**src/rtl/zs_pkg.sv**
```systemverilog
package zs_pkg;
  parameter int unsigned N_CH   = 128;
  parameter int unsigned SMP_W  = 6;
  parameter int unsigned CHIP_W = 8;
  parameter int unsigned TS_W   = 12;

  localparam int unsigned CH_W  = $clog2(N_CH);
  localparam int unsigned HDR_W = CHIP_W + TS_W;
  localparam int unsigned REC_W = CH_W + SMP_W;
  localparam int unsigned END_W = CH_W;
  localparam int unsigned FLD_W = (HDR_W > REC_W) ? HDR_W : REC_W;
  localparam int unsigned LEN_W = $clog2(FLD_W + 1);

  typedef enum logic [1:0] {ST_IDLE, ST_BODY, ST_TAIL} pkt_state_e;

  // A channel is a hit only when strictly above the threshold.
  function automatic logic is_hit(input logic [SMP_W-1:0] v,
                                  input logic [SMP_W-1:0] t);
    return v > t;
  endfunction

  // Left-justify a field of the given width inside the shifter word.
  function automatic logic [FLD_W-1:0] justify(input logic [FLD_W-1:0] f,
                                               input int unsigned w);
    return f << (FLD_W - w);
  endfunction
endpackage

```
**src/rtl/zs_trig_fifo.sv**
```systemverilog
module zs_trig_fifo #(
  parameter int unsigned W     = 12,
  parameter int unsigned DEPTH = 4,
  localparam int unsigned PW   = (DEPTH > 1) ? $clog2(DEPTH) : 1,
  localparam int unsigned CW   = $clog2(DEPTH + 1)
) (
  input  logic          clk,
  input  logic          rst_n,
  input  logic          push,
  input  logic          pop,
  input  logic [W-1:0]  din,
  output logic [W-1:0]  dout,
  output logic          empty,
  output logic          full,
  output logic [CW-1:0] count
);
  logic [W-1:0]  mem [DEPTH];
  logic [PW-1:0] wr_ptr, rd_ptr;
  logic          do_push, do_pop;

  assign empty   = (count == '0);
  assign full    = (count == CW'(DEPTH));
  assign do_pop  = pop && !empty;
  assign do_push = push && (!full || do_pop);
  assign dout    = mem[rd_ptr];

  function automatic logic [PW-1:0] nxt(input logic [PW-1:0] p);
    return (p == PW'(DEPTH - 1)) ? '0 : p + 1'b1;
  endfunction

  always_ff @(posedge clk) begin
    if (do_push) mem[wr_ptr] <= din;
  end

  always_ff @(posedge clk or negedge rst_n) begin
    if (!rst_n) begin
      wr_ptr <= '0;
      rd_ptr <= '0;
      count  <= '0;
    end else begin
      if (do_push) wr_ptr <= nxt(wr_ptr);
      if (do_pop)  rd_ptr <= nxt(rd_ptr);
      case ({do_push, do_pop})
        2'b10:   count <= count + 1'b1;
        2'b01:   count <= count - 1'b1;
        default: count <= count;
      endcase
    end
  end
endmodule

```
**src/rtl/zs_hit_finder.sv**
```systemverilog
module zs_hit_finder
  import zs_pkg::*;
(
  input  logic [N_CH*SMP_W-1:0] samples,
  input  logic [SMP_W-1:0]      thr,
  input  logic [CH_W-1:0]       start,
  output logic                  found,
  output logic [CH_W-1:0]       idx
);
  // The top channel is never reported: its address is the terminator code.
  localparam int unsigned NSCAN = N_CH - 1;

  logic [NSCAN-1:0] hit_vec;

  for (genvar c = 0; c < NSCAN; c++) begin : g_cmp
    assign hit_vec[c] = is_hit(samples[c*SMP_W +: SMP_W], thr) &&
                        (CH_W'(c) >= start);
  end

  always_comb begin
    found = 1'b0;
    idx   = '0;
    for (int i = NSCAN - 1; i >= 0; i--) begin
      if (hit_vec[i]) begin
        found = 1'b1;
        idx   = CH_W'(i);
      end
    end
  end
endmodule

```
**src/rtl/zs_field_shifter.sv**
```systemverilog
module zs_field_shifter
  import zs_pkg::*;
(
  input  logic             clk,
  input  logic             rst_n,
  input  logic             load,
  input  logic [FLD_W-1:0] ld_data,
  input  logic [LEN_W-1:0] ld_len,
  output logic             bit_out,
  output logic             active,
  output logic             last
);
  logic [FLD_W-1:0] sh;
  logic [LEN_W-1:0] cnt;

  assign bit_out = sh[FLD_W-1];
  assign active  = (cnt != '0);
  assign last    = (cnt == LEN_W'(1));

  always_ff @(posedge clk or negedge rst_n) begin
    if (!rst_n) begin
      sh  <= '0;
      cnt <= '0;
    end else if (load) begin
      sh  <= ld_data;
      cnt <= ld_len;
    end else if (active) begin
      sh  <= sh << 1;
      cnt <= cnt - 1'b1;
    end
  end
endmodule

```
**src/rtl/zs_packet_builder.sv**
```systemverilog
module zs_packet_builder
  import zs_pkg::*;
#(
  parameter int unsigned FIFO_DEPTH = 4,
  localparam int unsigned QCW       = $clog2(FIFO_DEPTH + 1)
) (
  input  logic                  clk,
  input  logic                  rst_n,
  input  logic                  trig_in,
  input  logic [N_CH*SMP_W-1:0] samples,
  input  logic [SMP_W-1:0]      thr,
  input  logic [CHIP_W-1:0]     chip_id,
  input  logic [TS_W-1:0]       orbit,
  output logic                  ser_data,
  output logic                  ser_valid,
  output logic                  ovf_err
);
  pkt_state_e       state;
  logic [CH_W-1:0]  scan_ptr;

  // Named internal events, also observed by the checker.
  logic             fifo_pop, fifo_empty, fifo_full;
  logic [QCW-1:0]   fifo_cnt;
  logic [TS_W-1:0]  fifo_ts;
  logic             hit_found;
  logic [CH_W-1:0]  hit_idx;
  logic [SMP_W-1:0] hit_amp;
  logic             sh_bit, sh_active, sh_last;
  logic             body_end, rec_load, tail_load, in_tail, drop_trig;
  logic             ld;
  logic [FLD_W-1:0] ld_data;
  logic [LEN_W-1:0] ld_len;

  zs_trig_fifo #(.W(TS_W), .DEPTH(FIFO_DEPTH)) u_fifo (
    .clk   (clk),
    .rst_n (rst_n),
    .push  (trig_in),
    .pop   (fifo_pop),
    .din   (orbit),
    .dout  (fifo_ts),
    .empty (fifo_empty),
    .full  (fifo_full),
    .count (fifo_cnt)
  );

  zs_hit_finder u_find (
    .samples (samples),
    .thr     (thr),
    .start   (scan_ptr),
    .found   (hit_found),
    .idx     (hit_idx)
  );

  zs_field_shifter u_shift (
    .clk     (clk),
    .rst_n   (rst_n),
    .load    (ld),
    .ld_data (ld_data),
    .ld_len  (ld_len),
    .bit_out (sh_bit),
    .active  (sh_active),
    .last    (sh_last)
  );

  assign hit_amp   = samples[hit_idx*SMP_W +: SMP_W];
  assign fifo_pop  = (state == ST_IDLE) && !fifo_empty;
  assign body_end  = (state == ST_BODY) && sh_last;
  assign rec_load  = body_end && hit_found;
  assign tail_load = body_end && !hit_found;
  assign in_tail   = (state == ST_TAIL);
  assign drop_trig = trig_in && fifo_full && !fifo_pop;
  assign ld        = fifo_pop || body_end;

  always_comb begin
    ld_data = '0;
    ld_len  = '0;
    if (fifo_pop) begin
      ld_data = justify(FLD_W'({chip_id, fifo_ts}), HDR_W);
      ld_len  = LEN_W'(HDR_W);
    end else if (rec_load) begin
      ld_data = justify(FLD_W'({hit_idx, hit_amp}), REC_W);
      ld_len  = LEN_W'(REC_W);
    end else if (tail_load) begin
      ld_data = justify(FLD_W'({END_W{1'b1}}), END_W);
      ld_len  = LEN_W'(END_W);
    end
  end

  always_ff @(posedge clk or negedge rst_n) begin
    if (!rst_n) begin
      state    <= ST_IDLE;
      scan_ptr <= '0;
      ovf_err  <= 1'b0;
    end else begin
      if (drop_trig) ovf_err <= 1'b1;
      if (fifo_pop) begin
        state    <= ST_BODY;
        scan_ptr <= '0;
      end else if (rec_load) begin
        scan_ptr <= hit_idx + 1'b1;
      end else if (tail_load) begin
        state <= ST_TAIL;
      end else if (in_tail && sh_last) begin
        state <= ST_IDLE;
      end
    end
  end

  assign ser_valid = sh_active;
  assign ser_data  = sh_active & sh_bit;
endmodule

```
**config.mk**
```make
export PLATFORM = sky130hd
export DESIGN_NAME = zs_packet_builder
export DESIGN_NICKNAME = d
export VERILOG_FILES = /design/src/rtl/zs_pkg.sv /design/src/rtl/zs_trig_fifo.sv /design/src/rtl/zs_hit_finder.sv /design/src/rtl/zs_field_shifter.sv /design/src/rtl/zs_packet_builder.sv
export SDC_FILE = /design/constraint.sdc
export NUM_CORES = 1
export LEC_CHECK = 0
export BUFFER_PORTS_ARGS = -buffer_cell sky130_fd_sc_hd__buf_2
export CAP_MARGIN = 10
export CELL_PAD_IN_SITES_DETAIL_PLACEMENT = 1
export CELL_PAD_IN_SITES_GLOBAL_PLACEMENT = 1
export CORE_AREA = 2 2 315 317
export CTS_BUF_LIST = sky130_fd_sc_hd__clkbuf_8
export CTS_CLUSTER_DIAMETER = 200
export DETAILED_ROUTE_END_ITERATION = 10
export DIE_AREA = 0 0 317 319
export PLACE_DENSITY_LB_ADDON = 0.2
export SLEW_MARGIN = 5
export SYNTH_ARGS = -nofsm -noshare
export SYNTH_HDL_FRONTEND = slang
export SYNTH_SLANG_ARGS = --single-unit
```
**constraint.sdc**
```tcl
create_clock -name clk -period 11.8 [get_ports clk]
set_input_delay 0.59 -clock clk [delete_from_list [all_inputs] [get_ports clk]]
set_output_delay 0.59 -clock clk [all_outputs]
set_load 0.03 [all_outputs]
```
# Yosys cells after proc, flatten, opt, wreduce, memory -nomap -nowiden
# Memories as Yosys holds them, arrays and structs flattened.
# Cells that the tools add are included.
[classes]
magnitude_cmp = 254
muxes = 275
reduce_logical = 150
bitwise_logic = 1
n_eq_ne = 9
addsub = 6
n_mul = 1
n_shift = 1
[op_table]
columns = ["op", "n"]
rows = [
  ["2-to-1 mux 7 bit", 129],
  ["indexed part select 768 x 11 -> 6 bit", 1],
  ["greater-than comparator 6 bit", 127],
  [">= comparator 7 bit, first input constant", 63],
  [">= comparator 6 x 7 -> 1 bit, first input constant", 32],
  ["logical AND 1 bit", 136],
  ["2-to-1 mux 1 bit", 129],
  [">= comparator 5 x 7 -> 1 bit, first input constant", 16],
  ["2-to-1 mux 20 bit", 5],
  [">= comparator 4 x 7 -> 1 bit, first input constant", 8],
  [">= comparator 3 x 7 -> 1 bit, first input constant", 4],
  ["2-to-1 mux 5 bit", 3],
  [">= comparator 1 x 7 -> 1 bit, first input constant", 2],
  [">= comparator 2 x 7 -> 1 bit, first input constant", 2],
  ["2-to-1 mux 2 bit", 6],
  ["multiplier 7 x 2 -> 9 bit, second input constant", 1],
  ["equality test 2 bit, second input constant", 4],
  ["adder 7 x 1 -> 7 bit, second input constant", 1],
  ["one-hot mux 3 bit (2 select lines)", 1],
  ["nonzero test 2 bit", 3],
  ["equality test 5 x 1 -> 1 bit, second input constant", 1],
  ["nonzero test 5 bit", 1],
  ["subtractor 5 x 1 -> 5 bit, second input constant", 1],
  ["adder 2 x 1 -> 2 bit, second input constant", 2],
  ["other kinds (14)", 19],
]
[word_totals]
register_bits = 42
wordCells = 706
n_memories = 1
ram_bits = 48
out_inout_bits = 3
in_bits = 797
[memory_table]
columns = ["memory", "words", "width", "rd", "rd_ports_with_merged_regs", "wr", "line", "source"]
rows = [
  ["u_fifo.mem", 4, 12, 1, 0, 1, "zs_trig_fifo.sv:17", "logic [W-1:0] mem [DEPTH];"],
]

# Depth between registers and ports, before layout
# Gate-level depths: netlist (run 1).
[depth]
depth_word = 135
ltp_mapped = 23
ltp_nobuf = 18

# Hierarchy
# Synthesis (run 1) repeated with hierarchy kept, for this count alone.
[hier_totals]
hier_cells = 3359
hier_area_um2 = 30465.5
[by_module_without_submodules]
columns = ["mod", "seq_area_each_um2", "cells_each", "area_each_um2", "instances"]
rows = [
  ["zs_hit_finder", 0.0, 2547, 20001.7, 1],
  ["zs_packet_builder", 250.2, 592, 7038.0, 1],
  ["zs_trig_fifo", 1616.6, 104, 2193.4, 1],
  ["zs_field_shifter", 625.6, 116, 1232.4, 1],
]

# Worst setup path after synthesis (run 1)
# No wires, ideal clock.
[synth_timing]
path_kind = "input port to flip-flop"
start = "input port thr[1]"
end = "register u_shift.sh[11]"
path_stages = 21
n_path_buf = 3
t_required_ns = 11.665
t_arrival_ns = 6.822
path_slack_ns = 4.844
setup_time_ns = 0.135
path_cell_list = "inv_1 -> ha_1 -> nor2b_1 -> o21a_1 -> o21a_1 -> o41ai_1 -> o211ai_1 -> a2111o_1 -> a311oi_2 -> and2b_2 -> nand2_4 -> inv_4 -> buf_6 -> buf_4 -> buf_2 -> mux2i_1 -> mux2i_1 -> o2111ai_1 -> o211ai_1 -> o211ai_1 -> o211ai_1"
[synth_between]
elab_chain_cells = 134
word_cells_on_any_way = 514
cone_classes = "1 x mul; 127 x order compare; 1 x shift; 257 x mux; 128 x reduce/logical"
[synth_rtl]
columns = ["element", "line", "source"]
rows = [
  ["start: declaration", "zs_packet_builder.sv:11", "input logic [SMP_W-1:0] thr,"],
  ["greater-than comparator 6 bit", "zs_pkg.sv:19", "return v > t;"],
  ["logical AND 1 bit", "zs_hit_finder.sv:16", "assign hit_vec[c] = is_hit(samples[c*SMP_W +: SMP_W], thr) &&"],
  ["2-to-1 mux 7 bit (127 in a row)", "zs_hit_finder.sv:24", "if (hit_vec[i]) begin"],
  ["multiplier 7 x 2 -> 9 bit", "zs_packet_builder.sv:65", "assign hit_amp = samples[hit_idx*SMP_W +: SMP_W];"],
  ["indexed part select 768 x 11 -> 6 bit", "zs_packet_builder.sv:65", ""],
  ["2-to-1 mux 20 bit (*)", "zs_packet_builder.sv:80", "end else if (rec_load) begin"],
  ["2-to-1 mux 20 bit (*)", "zs_packet_builder.sv:77", "if (fifo_pop) begin"],
  ["2-to-1 mux 20 bit (*)", "zs_field_shifter.sv:24", "end else if (load) begin"],
  ["end signal: assignment", "zs_field_shifter.sv:25", "sh <= ld_data;"],
  ["end signal: assignment", "zs_field_shifter.sv:28", "sh <= sh << 1;"],
  ["end: declaration", "zs_field_shifter.sv:13", "logic [FLD_W-1:0] sh;"],
]
# Mark *: on every way between the ends. The rest lies on a longest branch, timed or not.
# A chain may end at the register's enable or synchronous reset.

# Worst setup path in the final report (run 1)
[layout_timing]
start = "register scan_ptr[1]"
end = "register u_shift.sh[11]"
[layout_between]
elab_chain_cells = 134
word_cells_on_any_way = 514
cone_classes = "1 x mul; 127 x order compare; 1 x shift; 257 x mux; 128 x reduce/logical"
[layout_rtl]
columns = ["element", "line", "source"]
rows = [
  ["start: declaration", "zs_packet_builder.sv:19", "logic [CH_W-1:0] scan_ptr;"],
  ["start signal: assignment", "zs_packet_builder.sv:100", "scan_ptr <= hit_idx + 1'b1;"],
  [">= comparator 7 bit", "zs_hit_finder.sv:17", "(CH_W'(c) >= start);"],
  ["logical AND 1 bit", "zs_hit_finder.sv:16", ""],
  ["2-to-1 mux 7 bit (127 in a row)", "zs_hit_finder.sv:24", ""],
  ["multiplier 7 x 2 -> 9 bit", "zs_packet_builder.sv:65", ""],
  ["indexed part select 768 x 11 -> 6 bit", "zs_packet_builder.sv:65", ""],
  ["2-to-1 mux 20 bit (*)", "zs_packet_builder.sv:80", ""],
  ["2-to-1 mux 20 bit (*)", "zs_packet_builder.sv:77", ""],
  ["2-to-1 mux 20 bit (*)", "zs_field_shifter.sv:24", ""],
]
# Marked as above.

==> metrics.yaml, run 1 <==
grt_pass1_wl_um: 278000
finalCritPeriodShare: 0.771
dieArea_um2: 101000
tightest_slew_ps: 1390
setup_tns_ps: 0
grt_pass1_vias: 38096
gp_congestion: 0.984
cp_data_arrival_time_ps: 9420
coreArea_um2: 97700
synth_edf_count: 48
syn2layout_area_growth_pct: 17.9
cts_resized: 0
clk_pin_slew_ps: 120
drt_pre_antenna_iters: 5
synth_fp_nets: 5546
min_period_ps: 9100
portBuffers: 799
die_w_um: 317
synth_cells: 3977
cts.sinks: 90
grt_overflow: 0
dp_worst_setup_slack_ps: 2750
initial_utilization: 0.325
seq_area_um2: 2500
wl_per_cell_um: 33.1
cp_max_fo: 79
ctsHoldBuffers: 0
cts_buffers: 9
totalWireLength_um: 199000
n_fill_cell: 12192
ys_ff_latch: 90
clock_skew_ps: 27.7
drt_iter0_markers: 3276
critPathRequiredTime_ps: 12120
syn_avg_cell_area_um2: 7.99
nets: 6267
yosys_warnings: 0
worstPathCellList: "nand4_1 > o21ai_0 > a211oi_1 > o311ai_0 > a21oi_1 > or4_1 > o211ai_2 > nand2_8 > inv_8 > buf_4 > mux2i_1 > mux2_2 > o211ai_1 > nor4bb_2 > o211ai_1 > o211ai_1"
num_io_pins: 800
dp_hpwl_um: 163000
track_usage: 0.378
critPathSlowestCell: "dfrtp_1"
multi_input_area_um2: 27700
synthFlopType: "edfxtp_1"
insertion_delay_ps: 400
postCtsSetupBuffers: 0
setup_viol: 0
path_class: "reg2reg"
layout-drive-gt1-share: 0.218
cts_tree: "done"
hp-class: "in2async"
fin_cells: 5999
rsz0062_at_grt: "false"
cts.htree.levels: 3
worst_slack_ps: 2700
via_per_inst: 6.36
power_leakage_nw: 18.3
yosysMostFrequentCell: "ha_1"
ys_seq_area_frac: 0.0784
status: "finished clean"
async_reset_ff_frac: 0.467
startpoint_type: "flip-flop"
grt_max_degree: 98
placed_cells: 5974
fp-row-count: 115
hold-worst-slack_ps: 271
vias: 38179
drc_errors: 0
yosysUniqueCellTypes: 104
antenna_found_initial: 26
power.density_nw_per_um2: 149
max_cap_viol_count: 0
netlist_top_cells_count: "ha_1, nand2_1, mux2i_1"
synthTopCellsByArea: "ha_1, mux2i_1, nand2_1"
worstSetupEndpointType: "flip-flop"
cts_max_path_buffers: 2
clockRootBuffer: "clkbuf_8"
finalHoldViolCount: 0
die_h_um: 319
drtAntennaViolNets: 0
ir_worst_vdd_mv: 0.174
netlist_area_um2: 31800
max_stage_delay_ps: 1050
synth_top_area_share: 0.303
timing.fmax_mhz: 110
synth_top_area_cell: "ha_1"
relSlewSlack: 0.0641
crit_top_cell: "o211ai_1"
slew_violations: 0
## cell families (layout without fill, tap and decap cells)
family,after synthesis,after routing,share of synthesized area
AOI/OAI and AO/OA,1140,1140,0.255
xor gates and xnor gates,10,10,0.00276
adders and majority gates,772,772,0.304
buffers and inverters,399,1125,0.0558
DFF,90,90,0.0784
muxes,323,323,0.108
other,0,9,0
and+or+nand+nor,1243,1243,0.196
## layout by cell type (no fill, tap or decap), types with 18 or more instances in the layout
| master | n |
|---|---|
| a221oi_1 | 25 |
| mux2_2 | 30 |
| dfrtp_1 | 38 |
| edfxtp_1 | 48 |
| o21ai_0 | 152 |
| a31oi_1 | 33 |
| nand2b_1 | 48 |
| nand2_1 | 445 |
| buf_2 | 798 |
| o21bai_1 | 28 |
| or2_2 | 47 |
| ha_1 | 771 |
| and3_1 | 43 |
| o221ai_1 | 18 |
| and2_1 | 18 |
| nor2_1 | 140 |
| a32oi_1 | 39 |
| o211ai_1 | 69 |
| mux2i_1 | 278 |
| nand4_1 | 104 |
| a2111oi_0 | 37 |
| nor3_1 | 51 |
| o21a_1 | 76 |
| o22ai_1 | 47 |
| inv_1 | 232 |
| nor2b_1 | 77 |
| buf_4 | 63 |
| and4_1 | 33 |
| nand3_1 | 159 |
| o311a_1 | 26 |
| a211oi_1 | 77 |
| a21o_1 | 87 |
| a21boi_0 | 36 |
| o31ai_1 | 26 |
| a21oi_1 | 190 |
## report_power, final
group          internal [W]  leakage [nW]  total (W)  switching, W
Combinational       0.00157          17.2    0.00483       0.00326
Sequential         0.000425         0.962   0.000541      0.000116
Clock             0.0000800        0.0907   0.000214      0.000134
Total               0.00207          18.3    0.00558       0.00351
## per-stage QoR
step	utilization	power, W	area (um2)
3_5_place_dp	0.382	0.00521	37300
3_3_place_gp	0.382	0.00516	37300
4_1_cts	0.384	0.00544	37500
2_1_floorplan	-	0.00336	31800
5_1_grt	0.384	0.00582	37500
6_report	0.384	0.00558	37500
## worst max-delay path, delay by kind of cell (launching register included)
| family | cells | cell delay, ps |
|---|---|---|
| simple gates | 4 | 2870 |
| buf+inv | 2 | 1370 |
| mux | 2 | 520 |
| flops | 1 | 1050 |
| compound gates | 8 | 3060 |
## per-layer routing
layer,wire length [um],track usage
met2,89700,0.609
met4,12400,0.199
met5,146,0
met3,14800,0.0544
met1,81800,0.485
## final timing paths
check                                     from               end  slack, ps  depth (start not counted)
worst max-delay path               scan_ptr[1]    u_shift.sh[11]       2700                         16
worst min-delay path                     rst_n   u_fifo.count[2]        270                          2
worst max register to register     scan_ptr[1]    u_shift.sh[11]       2700                         16
worst min register to register  u_shift.sh[18]    u_shift.sh[18]        500                          1
max in group asynchronous                rst_n       scan_ptr[5]      11020                          2
min in group clk                      orbit[2]  u_fifo.mem[2][2]        410                          1
## state kept, by name, indices dropped and copies added (netlist names)
register and count:
u_fifo.mem 48, u_shift.sh 20, scan_ptr 7, u_shift.cnt 5
u_fifo.count 3, state 2, u_fifo.rd_ptr 2, u_fifo.wr_ptr 2
ovf_err 1
## area by class of cell
type | count | share of cell area
Multi-Input combinational cell | 3488 | 0.738
Sequential cell | 90 | 0.0666
Clock buffer | 9 | 0.00330
Antenna cell | 9 | 0.000601
Clock inverter | 7 | 0.00167
Inverter | 242 | 0.0248
Tap cell | 1287 | 0.0430
Timing Repair Buffer | 867 | 0.122
Note: power is estimated with default switching activity, not from simulation.
==> run 2, diff against run 1 <==
- CORE_AREA: 2 2 315 317 -> 2 2 314 316
- DIE_AREA: 0 0 317 319 -> 0 0 316 318
- clock period: 11.8 -> 7.8 ns (I/O delays scaled with it)
==> metrics.yaml, run 2 (synthesis gave the netlist of run 1 again) <==
timing.fmax_mhz: 130  # +19%
die_h_um: 318  # -0.31%
grt_overflow: 0  # unchanged
grt_max_degree: 75  # -23%
max_stage_delay_ps: 990  # -60 ps
via_per_inst: 6.37  # +0.14%
antenna_found_initial: 31  # +19%
layout-drive-gt1-share: 0.230  # +0.0116
hp-class: "in2async"
finalCritPeriodShare: 0.983  # +0.212
relSlewSlack: 0.173  # +0.109
fp-row-count: 115  # unchanged
insertion_delay_ps: 400  # about the same
track_usage: 0.388  # +0.00965
power.density_nw_per_um2: 229  # +54%
cts_tree: "done"
drtAntennaViolNets: 0  # unchanged
r2r_slack_ps: 130  # -2570 ps
path_class: "reg2reg"
registers.top_by_ff_count: "u_fifo.mem"
vias: 38747  # +1.5%
startpoint_type: "flip-flop"
initial_utilization: 0.326  # +0.000961
worstSetupEndpointType: "flip-flop"
dieArea_um2: 100000  # -0.63%
largest_registers: "u_fifo.mem x48, u_shift.sh x20, scan_ptr x7"
cts.htree.levels: 3  # unchanged
totalWireLength_um: 203000  # +2.1%
die_w_um: 316  # -0.32%
drt_pre_antenna_iters: 6  # +1
drc_errors: 0  # unchanged
wl_per_cell_um: 33.4  # +0.70%
worstRegToRegCells: 18  # +2
largest_reg_flops: 48  # unchanged
grt_pass1_vias: 39161  # +2.8%
placed_cells: 6042  # +1.1%
max_cap_viol_count: 0  # unchanged
min_period_ps: 7670  # -1430 ps
reg2reg_to: "u_shift.sh[12]"
dp_hpwl_um: 170000  # +3.8%
final_cell_mix: "buf_2, ha_1, nand2_1"
critPathSlowestCell: "dfrtp_1"
cts_max_path_buffers: 2  # unchanged
fin_cells: 6080  # +1.4%
coreArea_um2: 97400  # -0.29%
slew_violations: 0  # unchanged
n_fill_cell: 12068  # -1.0%
cp_max_fo: 34  # -57%
worstPathCellList: "o21ai_1 > nand2b_1 > a22o_1 > or2_2 > o2111ai_1 > a2111o_1 > or4_1 > o211ai_2 > nand2_8 > inv_8 > buf_12 > buf_4 > mux2_2 > a222oi_1 > o211ai_1 > nand4_1 > nand3b_1 > nand3_1"
rsz0062_at_grt: "false"
nets: 6335  # +1.1%
portBuffers: 799  # unchanged
finalHoldViolCount: 0  # unchanged
drt_iter0_markers: 3628  # +11%
setup_viol: 0  # unchanged
r2r_start: "scan_ptr[1]"
final_common_cell: "buf_2"
cp_data_arrival_time_ps: 7940  # -1480 ps
cts.sinks: 90  # unchanged
power_w: 0.00876  # +57%
clk_pin_slew_ps: 130  # about the same
num_io_pins: 800  # unchanged
clock_skew_ps: 27.4  # -0.301 ps
syn2layout_area_growth_pct: 20.3
clockRootBuffer: "clkbuf_8"
status: "finished clean"
tightest_slew_ps: 1230  # -162 ps
grt_pass1_wl_um: 284000  # +2.1%
critPathRequiredTime_ps: 8070  # -4050 ps
power_leakage_nw: 18.7  # +2.2%
gp_congestion: 0.999  # +1.5%
cts_buffers: 9  # unchanged
ir_worst_vdd_mv: 0.256  # +48%
==> run 2: layout make-up <==
type                       instances  area (um2)  share of cell area
tap                             1287        1610              0.0421
antenna                           22        55.1             0.00144
inverter                         242         928              0.0243
multi-input combinational       3488       27700               0.723
sequential                        90        2500              0.0653
clock inverter                     7        76.3             0.00200
timing repair buffer             935        5290               0.138
clock buffer                       9         124             0.00324
==> run 2: through the flow <==
step                hold slack (ps)   util  setup TNS (ps)  setup slack [ps]  instance area [um2]
detailed placement              466  0.390               0               316                38000
global route                    136  0.392               0               159                38200
CTS                             117  0.392               0               271                38200
floorplan                      94.4      -               0              1040                31800
finish                         83.9  0.393               0               133                38200
global placement                459  0.390            -107              -107                38000
==> run 2: worst max-delay path by stage <==
stage | from | end | slack (ps)
2_1_floorplan | thr[1] | u_shift.sh[11] | 1040
3_3_place_gp | thr[3] | u_shift.sh[12] | -110
3_5_place_dp | scan_ptr[2] | u_shift.sh[12] | 320
4_1_cts | scan_ptr[2] | u_shift.sh[12] | 270
5_1_grt | scan_ptr[1] | u_shift.sh[12] | 160
6_report | scan_ptr[1] | u_shift.sh[12] | 130
==> run 2: per-layer routing <==
metal	part of all wire	track usage	vias to the layer above
li1	-	-	16987
met1	0.41	0.491	19176
met2	0.45	0.621	2035
met3	0.078	0.0611	539
met4	0.066	0.220	10
met5	0.00037	0	-
==> run 2: where the power goes <==
group	internal [W]	switching [W]
clock network	0.000129	0.000219
registers	0.000643	0.000179
logic	0.00257	0.00502
total	0.00334	0.00542
==> run 2: critical path, delay by kind of cell (launching register included) <==
kind                   cells  cell delay, ps
and+or+nand+nor            7            2480
muxes                      1             400
buffers and inverters      3             940
DFF                        1             990
AOI/OAI and AO/OA          7            2670
==> run 2: what timing repair did <==
item | in CTS | in global routing
endpoints found under the hold margin | 0 | 0
endpoints found under the setup margin | 0 | 1
hold buffers | 0 | 0
resized for setup | 0 | 1
buffers inserted | 0 | 0
